<file path="src/rtl/tdd_sched_pkg.sv">
package tdd_sched_pkg;

  typedef enum logic {
    ROLE_BASE    = 1'b0,
    ROLE_HANDSET = 1'b1
  } role_e;

  localparam logic ADDR_CTRL = 1'b0;
  localparam logic ADDR_LEAD = 1'b1;

  localparam int CTRL_ROLE_BIT  = 0;
  localparam int CTRL_INV_BIT   = 1;
  localparam int CTRL_SLEEP_BIT = 2;

  localparam int N_WIN  = 2;
  localparam int WIN_TX = 0;
  localparam int WIN_RX = 1;

endpackage

</file>
<file path="src/rtl/tdd_cfg_regs.sv">
module tdd_cfg_regs
  import tdd_sched_pkg::*;
#(
  parameter int CNT_W    = 15,
  parameter int LEAD_RST = 8
) (
  input  logic             clk,
  input  logic             rst,
  input  logic             wr_en,
  input  logic             wr_addr,
  input  logic [CNT_W-2:0] wr_data,
  input  logic             frame_start,
  output logic             sleep_req,
  output role_e            act_role,
  output logic             act_inv,
  output logic [CNT_W-2:0] act_lead
);
  localparam int LEAD_W = CNT_W - 1;

  role_e             role_q, role_sh;
  logic              inv_q, inv_sh, sleep_q;
  logic [LEAD_W-1:0] lead_q, lead_sh;

  always_ff @(posedge clk) begin
    if (rst) begin
      role_q  <= ROLE_BASE;
      inv_q   <= 1'b0;
      sleep_q <= 1'b0;
      lead_q  <= LEAD_W'(LEAD_RST);
      role_sh <= ROLE_BASE;
      inv_sh  <= 1'b0;
      lead_sh <= LEAD_W'(LEAD_RST);
    end else begin
      if (wr_en) begin
        if (wr_addr == ADDR_CTRL) begin
          role_q  <= role_e'(wr_data[CTRL_ROLE_BIT]);
          inv_q   <= wr_data[CTRL_INV_BIT];
          sleep_q <= wr_data[CTRL_SLEEP_BIT];
        end else begin
          lead_q  <= wr_data;
        end
      end
      // frame-start latch: settings seen by the windows change only here
      if (frame_start) begin
        role_sh <= role_q;
        inv_sh  <= inv_q;
        lead_sh <= lead_q;
      end
    end
  end

  always_comb begin
    sleep_req = sleep_q;
    act_role  = frame_start ? role_q : role_sh;
    act_inv   = frame_start ? inv_q  : inv_sh;
    act_lead  = frame_start ? lead_q : lead_sh;
  end

endmodule

</file>
<file path="src/rtl/tdd_frame_ctr.sv">
module tdd_frame_ctr #(
  parameter int CNT_W = 15
) (
  input  logic             clk,
  input  logic             rst,
  input  logic             sleep_req,
  output logic [CNT_W-1:0] cnt_nx,
  output logic             asleep_nx,
  output logic             start_nx
);
  localparam logic [CNT_W-1:0] LAST = '1;

  logic [CNT_W-1:0] cnt_q;
  logic             asleep_q;

  always_comb begin
    if (asleep_q) begin
      asleep_nx = sleep_req;
      cnt_nx    = '0;
    end else if (cnt_q == LAST && sleep_req) begin
      asleep_nx = 1'b1;
      cnt_nx    = '0;
    end else begin
      asleep_nx = 1'b0;
      cnt_nx    = cnt_q + 1'b1;
    end
    start_nx = !asleep_nx && (cnt_nx == '0);
  end

  // reset parks the counter on the last position so the first edge after
  // release opens a frame
  always_ff @(posedge clk) begin
    if (rst) begin
      cnt_q    <= LAST;
      asleep_q <= 1'b0;
    end else begin
      cnt_q    <= cnt_nx;
      asleep_q <= asleep_nx;
    end
  end

  p_hold_zero_r9: assert property (@(posedge clk) disable iff (rst)
    asleep_q |-> (cnt_q == '0));

endmodule

</file>
<file path="src/rtl/tdd_window.sv">
module tdd_window #(
  parameter int CNT_W = 15
) (
  input  logic [CNT_W-1:0] pos,
  input  logic             upper_half,
  input  logic [CNT_W-2:0] lead,
  input  logic             live,
  output logic             pwr,
  output logic             sel
);
  logic [CNT_W-1:0] off;
  logic [CNT_W-2:0] low;

  always_comb begin
    off = pos - {upper_half, {(CNT_W-1){1'b0}}};
    low = off[CNT_W-2:0];
    pwr = live && !off[CNT_W-1];
    sel = pwr && (low >= lead) && (low != '1);
  end

endmodule

</file>
<file path="src/rtl/tdd_frame_sched.sv">
module tdd_frame_sched
  import tdd_sched_pkg::*;
#(
  parameter int CNT_W    = 15,
  parameter int LEAD_RST = 8
) (
  input  logic             clk,
  input  logic             rst,
  input  logic             wr_en,
  input  logic             wr_addr,
  input  logic [CNT_W-2:0] wr_data,
  output logic             synth_load_o,
  output logic             rf_on_o,
  output logic             sleep_o,
  output logic             mod_pwr_o,
  output logic             demod_pwr_o,
  output logic             ant_tx_o,
  output logic             ant_rx_o,
  output logic             bit_inv_o
);
  localparam int LEAD_W = CNT_W - 1;

  logic [CNT_W-1:0]  cnt_nx;
  logic              asleep_nx, start_nx, sleep_req, act_inv;
  role_e             act_role;
  logic [LEAD_W-1:0] act_lead;
  logic [N_WIN-1:0]  upper, pwr_w, sel_w;

  tdd_frame_ctr #(.CNT_W(CNT_W)) u_ctr (
    .clk(clk), .rst(rst), .sleep_req(sleep_req),
    .cnt_nx(cnt_nx), .asleep_nx(asleep_nx), .start_nx(start_nx)
  );

  tdd_cfg_regs #(.CNT_W(CNT_W), .LEAD_RST(LEAD_RST)) u_cfg (
    .clk(clk), .rst(rst), .wr_en(wr_en), .wr_addr(wr_addr),
    .wr_data(wr_data), .frame_start(start_nx), .sleep_req(sleep_req),
    .act_role(act_role), .act_inv(act_inv), .act_lead(act_lead)
  );

  assign upper[WIN_TX] = (act_role == ROLE_HANDSET);
  assign upper[WIN_RX] = (act_role == ROLE_BASE);

  for (genvar w = 0; w < N_WIN; w++) begin : g_win
    tdd_window #(.CNT_W(CNT_W)) u_win (
      .pos(cnt_nx), .upper_half(upper[w]), .lead(act_lead),
      .live(!asleep_nx), .pwr(pwr_w[w]), .sel(sel_w[w])
    );
  end

  always_ff @(posedge clk) begin
    if (rst) begin
      synth_load_o <= 1'b0;
      rf_on_o      <= 1'b0;
      sleep_o      <= 1'b0;
      mod_pwr_o    <= 1'b0;
      demod_pwr_o  <= 1'b0;
      ant_tx_o     <= 1'b0;
      ant_rx_o     <= 1'b0;
      bit_inv_o    <= 1'b0;
    end else begin
      synth_load_o <= start_nx;
      rf_on_o      <= !asleep_nx;
      sleep_o      <= asleep_nx;
      mod_pwr_o    <= pwr_w[WIN_TX];
      demod_pwr_o  <= pwr_w[WIN_RX];
      ant_tx_o     <= sel_w[WIN_TX];
      ant_rx_o     <= sel_w[WIN_RX];
      bit_inv_o    <= act_inv && pwr_w[WIN_TX];
    end
  end

  p_sel_excl_r4: assert property (@(posedge clk) disable iff (rst)
    !(ant_tx_o && ant_rx_o));

  p_tx_sel_in_win_r4: assert property (@(posedge clk) disable iff (rst)
    ant_tx_o |-> mod_pwr_o);

  p_rx_sel_in_win_r4: assert property (@(posedge clk) disable iff (rst)
    ant_rx_o |-> demod_pwr_o);

  p_pwr_excl_r2: assert property (@(posedge clk) disable iff (rst)
    !(mod_pwr_o && demod_pwr_o));

  p_load_single_r1: assert property (@(posedge clk) disable iff (rst)
    synth_load_o |=> !synth_load_o);

  p_sleep_quiet_r9: assert property (@(posedge clk) disable iff (rst)
    sleep_o |-> !(rf_on_o || mod_pwr_o || demod_pwr_o || synth_load_o));

  p_wake_load_r10: assert property (@(posedge clk) disable iff (rst)
    $fell(sleep_o) |-> synth_load_o);

  p_inv_in_tx_r8: assert property (@(posedge clk) disable iff (rst)
    bit_inv_o |-> mod_pwr_o);

endmodule

</file>
<file path="config.mk">
export PLATFORM = sky130hd
export DESIGN_NAME = tdd_frame_sched
export DESIGN_NICKNAME = d
export VERILOG_FILES = /design/src/rtl/tdd_sched_pkg.sv /design/src/rtl/tdd_cfg_regs.sv /design/src/rtl/tdd_frame_ctr.sv /design/src/rtl/tdd_window.sv /design/src/rtl/tdd_frame_sched.sv
export SDC_FILE = /design/constraint.sdc
export NUM_CORES = 1
export LEC_CHECK = 0
export BUFFER_PORTS_ARGS = -buffer_cell sky130_fd_sc_hd__buf_2
export CAP_MARGIN = 5
export CORE_ASPECT_RATIO = 1.25
export CORE_MARGIN = 1.5
export CORE_UTILIZATION = 54
export DETAILED_ROUTE_END_ITERATION = 10
export GPL_TIMING_DRIVEN = 0
export MAX_ROUTING_LAYER = met4
export PLACE_DENSITY = 0.72
export REMOVE_ABC_BUFFERS = 1
export SLEW_MARGIN = 20
export SYNTH_ARGS = -nofsm -noshare
export SYNTH_HDL_FRONTEND = slang
export SYNTH_HIERARCHICAL = 1
export SYNTH_SLANG_ARGS = --single-unit
</file>
<file path="constraint.sdc">
create_clock -name clk -period 4.1 [get_ports clk]
set_clock_uncertainty 0.15 [all_clocks]
set_input_delay 1.025 -clock clk [delete_from_list [all_inputs] [get_ports clk]]
set_output_delay 1.025 -clock clk [all_outputs]
set_load 0.01 [all_outputs]
</file>
# --- Word-level counts from Yosys, hierarchy flattened ---
# Index checks and enable logic that the tools add are counted.
word_totals:
  regBits: 56
  latchBits: 0
  mem_bits_rw: 0
  rom_bits: 0
  input_bits: 18
  wordCells: 48
  n_memories: 0
classes:
  n_addsub: 3
  multipliers: 0
  div: 0
  magnitude_cmp: 2
  eq_ne: 3
  shifts: 0
  mux: 7
  n_bitwise: 2
  n_reduce_logical: 15
ops:
  columns: ["cell", "n"]
  rows:
  - ["$mux 15", 2]
  - ["$sub 15x15->15", 2]
  - ["$ge 14x14->1", 2]
  - ["$ne 14x14->1 const B", 2]
  - ["$add 15x1->15 const B", 1]
  - ["$eq 15x15->1 const B", 1]
  - ["$logic_not 15->1", 1]
  - ["$mux 14", 1]
  - ["$logic_and 1x1->1", 9]
  - ["$mux 1", 4]
  - ["$reduce_and 2->1", 2]
  - ["$logic_not 1->1", 3]
  - ["$not 1->1", 2]

# --- Longest topological paths before layout ---
# Gate-level depths: netlist of the first run.
logic_depth:
  ltp_word: 13
  ltp_mapped: 17
  depth_no_buf: 14

# --- By module ---
# The synthesis of the first run kept the hierarchy.
by_module_without_submodules:
  columns: ["mod", "instances", "cells_each", "area_each_um2"]
  rows:
  - ["tdd_cfg_regs", 1, 126, 1441.4]
  - ["tdd_frame_ctr", 1, 117, 977.2]
  - ["tdd_window", 2, 56, 382.9]
  - ["tdd_frame_sched", 1, 18, 234.0]

# --- Least setup slack after synthesis of the first run ---
# Ideal clock, no wire load.
synth_path:
  path_kind: "flip-flop to flip-flop"
  startpoint: "register u_ctr.cnt_q[0]"
  endpoint: "register ant_rx_o"
  setup_ps: 116
  arrival_ps: 3647
  required_ps: 3834
  path_slack_ps: 187
  path_stages_with_launch: 17
  n_path_buf: 2
  cell_sequence: "dfxtp_1 > ha_1 > nand3_1 > nor4_1 > a31o_2 > clkbuf_1 > or4_4 > a2111oi_4 > buf_6 > mux2_2 > ha_1 > nand2b_1 > a21oi_1 > o221ai_1 > nand4_1 > a31oi_1 > and2b_2"
synth_via:
  elab_cells_between_ends: 20
  classes_between: "add/sub: 2; order compare: 1; eq/ne: 2; mux: 6; bitwise: 1; reduce/logical: 8"
synth_lines:
  columns: ["item", "line", "text"]
  rows:
  - ["from (decl)", "tdd_frame_ctr.sv:13", "logic [CNT_W-1:0] cnt_q;"]
  - ["from (signal assigned)", "tdd_frame_ctr.sv:37", "cnt_q <= cnt_nx;"]
  - ["parallel branches: the longest is 5 deep, another holds $add 15x1->15", null, null]
  - ["$logic_and 1x1->1 *", "tdd_frame_ctr.sv:27", "start_nx = !asleep_nx && (cnt_nx == '0);"]
  - ["named net start_nx", "tdd_frame_sched.sv:24", "logic asleep_nx, start_nx, sleep_req, act_inv;"]
  - ["$mux 14 *", "tdd_cfg_regs.sv:56", "act_lead = frame_start ? lead_q : lead_sh;"]
  - ["named net act_lead[0]", "tdd_frame_sched.sv:26", "logic [LEAD_W-1:0] act_lead;"]
  - ["$ge 14x14->1 *", "tdd_window.sv:18", "sel = pwr && (low >= lead) && (low != '1);"]
  - ["$logic_and 1x1->1 * (2 in series)", "tdd_window.sv:18", null]
  - ["named net sel_w[1]", "tdd_frame_sched.sv:27", "logic [N_WIN-1:0] upper, pwr_w, sel_w;"]
  - ["to (signal assigned)", "tdd_frame_sched.sv:67", "ant_rx_o <= sel_w[WIN_RX];"]
  - ["to (decl)", "tdd_frame_sched.sv:18", "output logic ant_rx_o,"]
# Mark *: on every way through the listed nets, which the timed path passes.
# A chain may end at the register's enable or synchronous reset.

# --- Worst setup path in the final report of the first run ---
layout_path:
  startpoint: "register u_ctr.cnt_q[0]"
  endpoint: "register ant_tx_o"
layout_via:
  elab_cells_between_ends: 19
  classes_between: "add/sub: 2; order compare: 1; eq/ne: 2; mux: 6; reduce/logical: 8"
layout_lines:
  columns: ["item", "line", "text"]
  rows:
  - ["parallel branches: the longest is 5 deep, another holds $add 15x1->15", null, null]
  - ["$logic_and 1x1->1 *", "tdd_frame_ctr.sv:27", null]
  - ["named net start_nx", "tdd_frame_sched.sv:24", null]
  - ["$mux 14 *", "tdd_cfg_regs.sv:56", null]
  - ["named net act_lead[11]", "tdd_frame_sched.sv:26", null]
  - ["$ge 14x14->1 *", "tdd_window.sv:18", null]
  - ["$logic_and 1x1->1 * (2 in series)", "tdd_window.sv:18", null]
  - ["named net sel_w[0]", "tdd_frame_sched.sv:27", null]
  - ["to (signal assigned)", "tdd_frame_sched.sv:66", "ant_tx_o <= sel_w[WIN_TX];"]
  - ["to (decl)", "tdd_frame_sched.sv:17", "output logic ant_tx_o,"]
# Marks and branches as above.

==> results by group, run 1 <==
Status
  – Status: finished, final reports clean

Timing
  – Final-report max-slew violation count: 0
  – Final setup viols: 0
  – Slew Limit Headroom: approximately two thirds
  – Final hold vios: 0
  – Setup_tns: 0 ns
  – Period utilization: about 97%
  – RSZ-0062 raised after global routing: true
  – Fmax: ~250 MHz
  – Crit path time final: between 3 and 4 ns
  – Worst slew pin tran: 0.499 ns

Global routing
  – Initial antenna violation count: 0
  – First-pass GRT wire length: between 10000 and 15000 um
  – Vias in the first global route: ~2.4k
  – Grt ovf: 0
  – GRT Util Overall: 21.1%
  – Largest net degree at the start of global routing: between 60 and 70

Route
  – Routed WL: around 6600 um
  – DR WL/cell: 13.4 um
  – Via Count: roughly 2.6k
  – Routed Antenna Nets: 0
  – DRT Pass-1 Iters: 5
  – DRC Markers: 0
  – Iter 0 DRT Violations: ~180
  – Routed vias/inst: 5.34

Synthesis
  – Seq cells post-synth: 57
  – Syn Area/Cell: slightly above 9 um^2
  – Syn Std Cell Area: about 3400 um^2
  – Largest family of logic cells by synthesized area: simple AND/OR/NAND/NOR gates
  – EDFF count, synth: 0
  – Synth Area in Compound Gates: 11.0%
  – Synth area leader: dfxtp_1
  – Syn. warnings: 6
  – Simple-gate portion of the synthesized area: a little over a quarter
  – Top FF cell, synth: dfxtp_1
  – Fraction of registers with async set/reset: 0%
  – Sequential fraction of the synthesis area: roughly 33%
  – Mux cell area share after synthesis: approximately 8.7%
  – Synth Area in XOR/XNOR: under 10%
  – Post-Synthesis Cells: around 370
  – Share of the synthesized area in the top cell type: about a third
  – Cell variety after synth: 48
  – Area contributors post-synth: dfxtp_1, ha_1, mux2_4
  – Adder-Cell Fraction of Synth Area: roughly a tenth

Clock tree
  – CTS tree: done
  – CTS Root Cell: clkbuf_8
  – Clock Latency Late Sink: 0.33 ns
  – Cts bufs inserted: 9
  – H-tree levels: 3
  – Worst-path clk slew: approximately 0.070 ns
  – Sink Count: between 50 and 60
  – Clock buffer depth: 2

Pwr
  – NetSw: about 0.92 mW
  – Power share of the combinational group: between 40% and 50%
  – Pint: ~1.3 mW
  – Sequential power share: 32.9%
  – Clk pwr share: 19.3%
  – Power Density: around 570 nW/um^2
  – Net Sw Frac: just over 40%
  – Pleak: around 1.5 nW
  – Peak supply drop: between 0.3 and 0.4 mV
  – Total power: between 2 and 2.5 mW

Floorplanning
  – Die height: 92.0 um
  – Die ar.: approximately 6800 um^2
  – Width of the die: about 74 um
  – IO Count: 26
  – Number of cell rows: 32
  – Core area: approximately 6100 um^2
  – Initial Util: 55.8%

Worst setup path
  – Critical path startpoint category: flip-flop
  – Number of cells on the worst reg-to-reg path: 14
  – CP Cell Sequence: nand3_4 -> or4b_1 -> o311a_1 -> or4_4 -> a2111oi_4 -> buf_6 -> mux2_2 -> inv_1 -> ha_1 -> a21oi_1 -> nor2b_1 -> o21ai_0 -> a31oi_1 -> and2b_2
  – CP Launch Point: u_ctr/cnt_q[0]
  – Setup crit end: ant_tx_o
  – Reg-to-Reg End: ant_tx_o
  – Arrival @ worst endpoint: 4.07 ns
  – Critical Path Fanout Max: 12
  – Slowest stage cell, crit path: or4_4
  – Worst path required time: roughly 4.2 ns
  – Crit Path Class: flip-flop to flip-flop
  – CP endpoint kind: flip-flop
  – Reg-to-Reg Start: u_ctr/cnt_q[0]
  – Largest stage delay, worst path: 0.51 ns
  – Worst reg-to-reg setup slack: approximately 0.11 ns

Finish
  – Most frequent cells in the layout: dfxtp_1, inv_1, ha_1
  – Largest Register: u_ctr/cnt_q
  – Area Overhead vs Synth: 13.5%
  – Fin nets: 447
  – Max reg flops: 15
  – Share of cells above drive strength 1: a little over a quarter
  – Commonest non-fill, non-tap cell in the layout: dfxtp_1
  – Inserted Diodes: 0
  – Top flop regs: u_ctr/cnt_q x15, u_cfg/lead_q x14, u_cfg/lead_sh x14

Place
  – Post-DP HPWL: approximately 4800 um
  – Buffers on Ports: 25
  – Routability cong.: 0.785

Flow run
  – Max capacitance violation total: 0

Worst hold path
  – Hold Path Class: flip-flop to flip-flop
power groups by stage:
stage / clock network (mW) / logic, mW / registers (mW)
2_1_floorplan: 0 / 0.755 / 0.726
3_3_place_gp: 0 / 0.964 / 0.727
3_5_place_dp: 0 / 1.01 / 0.732
4_1_cts: 0.444 / 1.03 / 0.722
5_1_grt: 0.468 / 1.20 / 0.744
6_report: 0.431 / 1.06 / 0.733
metrics by stage:
step | hold WS (ns) | area, um^2 | util (%) | instances | setup slack (ns)
floorplan | 0.295 | 3320 | - | 355 | -0.239
global placement | 0.311 | 3550 | 57.9 | 465 | -1.08
detailed placement | 0.313 | 3560 | 58.1 | 467 | -0.607
CTS | 0.330 | 3750 | 61.2 | 484 | 0.0289
global route | 0.351 | 3880 | 63.3 | 490 | -0.0141
finish | 0.330 | 3880 | 63.3 | 490 | 0.107
per-layer routing:
layer | vias up | GRT usage [%] | routed length, um
met5 | - | - | 0
met4 | 0 | 8.95 | 112
met3 | 11 | 5.05 | 154
met2 | 42 | 35.5 | 3440
met1 | 1229 | 23.1 | 2880
li1 | 1336 | - | -
worst max-delay path, delay by kind of cell (launching register included):
family,cells,cell delay (ns)
buffers and inverters,2,0.31
DFF,1,0.40
muxes,1,0.37
adders and majority gates,1,0.24
and+or+nand+nor,5,1.36
AOI/OAI and AO/OA,5,1.07
cell type report:
cell class,count,area [um^2]
repair buffers,34,209
well taps,85,106
flip-flops and latches,57,1160
fillers,506,2250
clock inverters,6,35.0
multi-input cells,265,2120
inverters,33,124
clock buffers,10,128
cells in the mapped netlist, types with 2 or more instances:
master	number
a211oi_1	2
a21bo_2	10
a21oi_1	24
a31oi_1	2
and2_1	6
and2b_2	6
buf_2	5
clkbuf_1	9
dfxtp_1	57
ha_1	29
inv_1	33
mux2_2	6
mux2_4	10
mux2i_1	8
nand2_1	12
nand2b_1	15
nand3_1	16
nand4_1	14
nor2_1	24
nor2b_1	13
nor2b_4	6
nor3_1	5
nor4_1	4
o21ai_0	4
o221ai_1	2
o31ai_1	2
or2_1	15
or4_1	3
xnor2_1	9
xor2_1	4
repair_timing:
action | 4_1_cts | 5_1_grt
cloned | 0 | 0
pin swaps | 1 | 6
setup buffers | 2 | 5
resized for setup | 7 | 16
setup endpoints to repair | 2 | 2
hold buffers | 0 | 0
worst min path at each step:
| stage | depth (start not counted) | slack [ns] | endpoint | startpoint |
|---|---|---|---|---|
| floorplan | 2 | 0.29 | u_cfg/lead_q[0] | u_cfg/lead_q[0] |
| global placement | 2 | 0.31 | u_cfg/lead_q[1] | u_cfg/lead_q[1] |
| detailed placement | 2 | 0.31 | u_cfg/lead_q[0] | u_cfg/lead_q[0] |
| CTS | 2 | 0.33 | u_cfg/lead_q[2] | u_cfg/lead_q[2] |
| global route | 2 | 0.35 | u_cfg/lead_q[2] | u_cfg/lead_q[2] |
| finish | 2 | 0.33 | u_cfg/lead_q[2] | u_cfg/lead_q[2] |
kinds of logic after synthesis:
kind of cell	after synthesis
flip-flops	57
XOR/XNOR	13
multiplexers	24
AND/OR/NAND/NOR	147
buffers and inverters	51
adder cells (fa/ha/maj)	29
AO/OA/AOI/OAI	52
Note: power is estimated with default switching activity, not from simulation.
==> run 2: changes to the inputs <==
--- a/config.mk
+++ b/config.mk
@@ -7,7 +7,7 @@
 export LEC_CHECK = 0
 export BUFFER_PORTS_ARGS = -buffer_cell sky130_fd_sc_hd__buf_2
 export CAP_MARGIN = 5
-export CORE_ASPECT_RATIO = 1.25
+export CORE_ASPECT_RATIO = 1.75
 export CORE_MARGIN = 1.5
 export CORE_UTILIZATION = 54
 export DETAILED_ROUTE_END_ITERATION = 10
==> results by group, run 2 (synthesized netlist as in run 1, its figures left out) <==
Place
  – Routability cong.: 0.897 (+14%)
  – Post-DP HPWL: 4790 um (+0.76%)
  – Setup WS pre-CTS: -0.754 ns (-0.147 ns)
  – Buffers on Ports: 25 (unchanged)

Global routing
  – Largest net degree at the start of global routing: 62 (unchanged)
  – Vias in the first global route: 2479 (+1.8%)
  – GRT Util Overall: 21.7% (+0.70 points)
  – Initial antenna violation count: 0 (unchanged)
  – Grt ovf: 0 (unchanged)
  – First-pass GRT wire length: 11200 um (+4.3%)

Timing
  – Final setup margin: 0.0829 ns (-0.0237 ns)
  – Final-report max-slew violation count: 0 (unchanged)
  – Slew Limit Headroom: 57.8% (-8.6 points)
  – Final setup viols: 0 (unchanged)
  – Final hold slack: 0.333 ns (+0.00283 ns)
  – Fmax: 249 MHz (-0.59%)
  – RSZ-0062 raised after global routing: true
  – Period utilization: 98.0% (+0.58 points)
  – Worst slew pin tran: 0.633 ns (+0.134 ns)
  – Final hold vios: 0 (unchanged)
  – Crit path time final: 4.02 ns (+0.0237 ns)

Worst setup path
  – Critical Path Fanout Max: 7 (-5)
  – Critical path startpoint category: flip-flop
  – Worst reg-to-reg setup slack: 0.08 ns (-0.02 ns)
  – Worst path required time: 4.18 ns (about the same)
  – Reg-to-Reg Start: u_ctr/cnt_q[2]
  – Arrival @ worst endpoint: 4.10 ns (+0.03 ns)
  – Reg-to-Reg End: ant_tx_o
  – Number of cells on the worst reg-to-reg path: 15 (+1)
  – CP endpoint kind: flip-flop
  – Crit Path Class: flip-flop to flip-flop

Floorplanning
  – Core area: 6180 um^2 (+0.90%)
  – Number of cell rows: 38 (+19%)
  – Die ar.: 6840 um^2 (+0.24%)
  – Die height: 108 um (+18%)
  – Initial Util: 55.3% (-0.50 points)
  – Width of the die: 63.1 um (-15%)
  – IO Count: 26 (unchanged)

Pwr
  – Peak supply drop: 0.320 mV (-18%)
  – Pleak: 1.59 nW (+3.7%)
  – Power Density: 584 nW/um^2 (+1.8%)
  – Total power: 2.37 mW (+6.4%)

Finish
  – Post-layout util: 65.6% (+2.3 points)
  – Commonest non-fill, non-tap cell in the layout: dfxtp_1
  – Most frequent cells in the layout: dfxtp_1, inv_1, nor2_1, buf_2, ha_1
  – Fill cell count: 522 (+3.2%)
  – Area Overhead vs Synth: 18.6%
  – Max reg flops: 15 (unchanged)
  – Top flop regs: u_ctr/cnt_q x15, u_cfg/lead_q x14, u_cfg/lead_sh x14
  – Share of cells above drive strength 1: 32.4% (+5.9 points)
  – Largest Register: u_ctr/cnt_q
  – Fin nets: 454 (+1.6%)
  – Inserted Diodes: 0 (unchanged)

Worst hold path
  – Hold path start: u_cfg/lead_q[0]
  – Hold Path Depth: 2 (unchanged)
  – Hold Path Class: flip-flop to flip-flop
  – Hold Path End: u_cfg/lead_q[0]

Route
  – Iter 0 DRT Violations: 98 (-46%)
  – DRT Pass-1 Iters: 4 (-1)
  – Via Count: 2699 (+3.1%)
  – Routed Antenna Nets: 0 (unchanged)
  – DRC Markers: 0 (unchanged)
  – DR WL/cell: 14.5 um (+7.6%)
  – Routed vias/inst: 5.53 (+3.5%)
  – Routed WL: 7060 um (+7.2%)

Status
  – Status: finished, final reports clean

Clock tree
  – CTS tree: done
  – Clock Latency Late Sink: 0.34 ns (about the same)
  – H-tree levels: 3 (unchanged)
  – Hold_buf cts: 0 (unchanged)
  – CTS Root Cell: clkbuf_8
  – Worst-path clk slew: 0.06 ns (about the same)
  – Sink Count: 57 (unchanged)
  – Cts bufs inserted: 9 (unchanged)
  – Clock buffer depth: 2 (unchanged)

Flow run
  – Max capacitance violation total: 0 (unchanged)
[run 2: worst max path at each step]
stage | start | end | slack, ns
after global placement | u_ctr/cnt_q[0] | ant_rx_o | -1.18
after detailed placement | u_ctr/cnt_q[0] | ant_rx_o | -0.75
after global routing | u_ctr/cnt_q[2] | ant_rx_o | -0.04
after floorplan | u_ctr/cnt_q[0] | ant_rx_o | -0.24
after CTS | u_ctr/cnt_q[0] | ant_rx_o | 0.03
final | u_ctr/cnt_q[2] | ant_tx_o | 0.08
[run 2: stage by stage]
| step | TNS [ns] | instances | area [um^2] |
|---|---|---|---|
| 4_1_cts | 0 | 477 | 3780 |
| 6_report | 0 | 488 | 4060 |
| 3_3_place_gp | -5.39 | 460 | 3540 |
| 2_1_floorplan | -0.478 | 355 | 3320 |
| 5_1_grt | -0.0716 | 488 | 4060 |
| 3_5_place_dp | -1.45 | 462 | 3560 |
[run 2: cell type report]
class,instances,area (um^2),area share (%)
multi-input cells,265,2240,55.3
clock buffers,11,151,3.73
well taps,80,100,2.47
flip-flops and latches,57,1150,28.4
clock inverters,1,5.00,0.123
inverters,33,131,3.24
repair buffers,41,270,6.66
[run 2: critical path: stages (launching register included)]
cell       delay (ns)
dfxtp_4          0.39
nand3_4          0.07
or4b_1           0.51
o311a_1          0.12
or4_4            0.57
a2111oi_4        0.45
buf_6            0.21
buf_8            0.13
mux2_4           0.34
inv_4            0.07
ha_4             0.19
nand4_1          0.17
nor2_1           0.07
nor3_1           0.19
a31oi_1          0.10
and2b_2          0.19
[run 2: routing by layer]
metal,track usage [%],wire [um],up-vias
li1,-,-,1344
met1,22.3,2790,1273
met2,38.8,3790,62
met3,3.85,211,20
met4,12.1,267,0
met5,-,0,-
[run 2: repair_timing]
action | 4_1_cts | 5_1_grt
pin swaps | 2 | 22
setup buffers | 4 | 12
endpoints found under the setup margin | 2 | 2
gates resized for setup | 15 | 39
[run 2: power by group]
part	internal, mW	leakage, nW	total (mW)	switching, mW
Combinational	0.536	1.04	1.21	0.669
Clock	0.237	0.0830	0.432	0.195
Sequential	0.641	0.465	0.732	0.0910
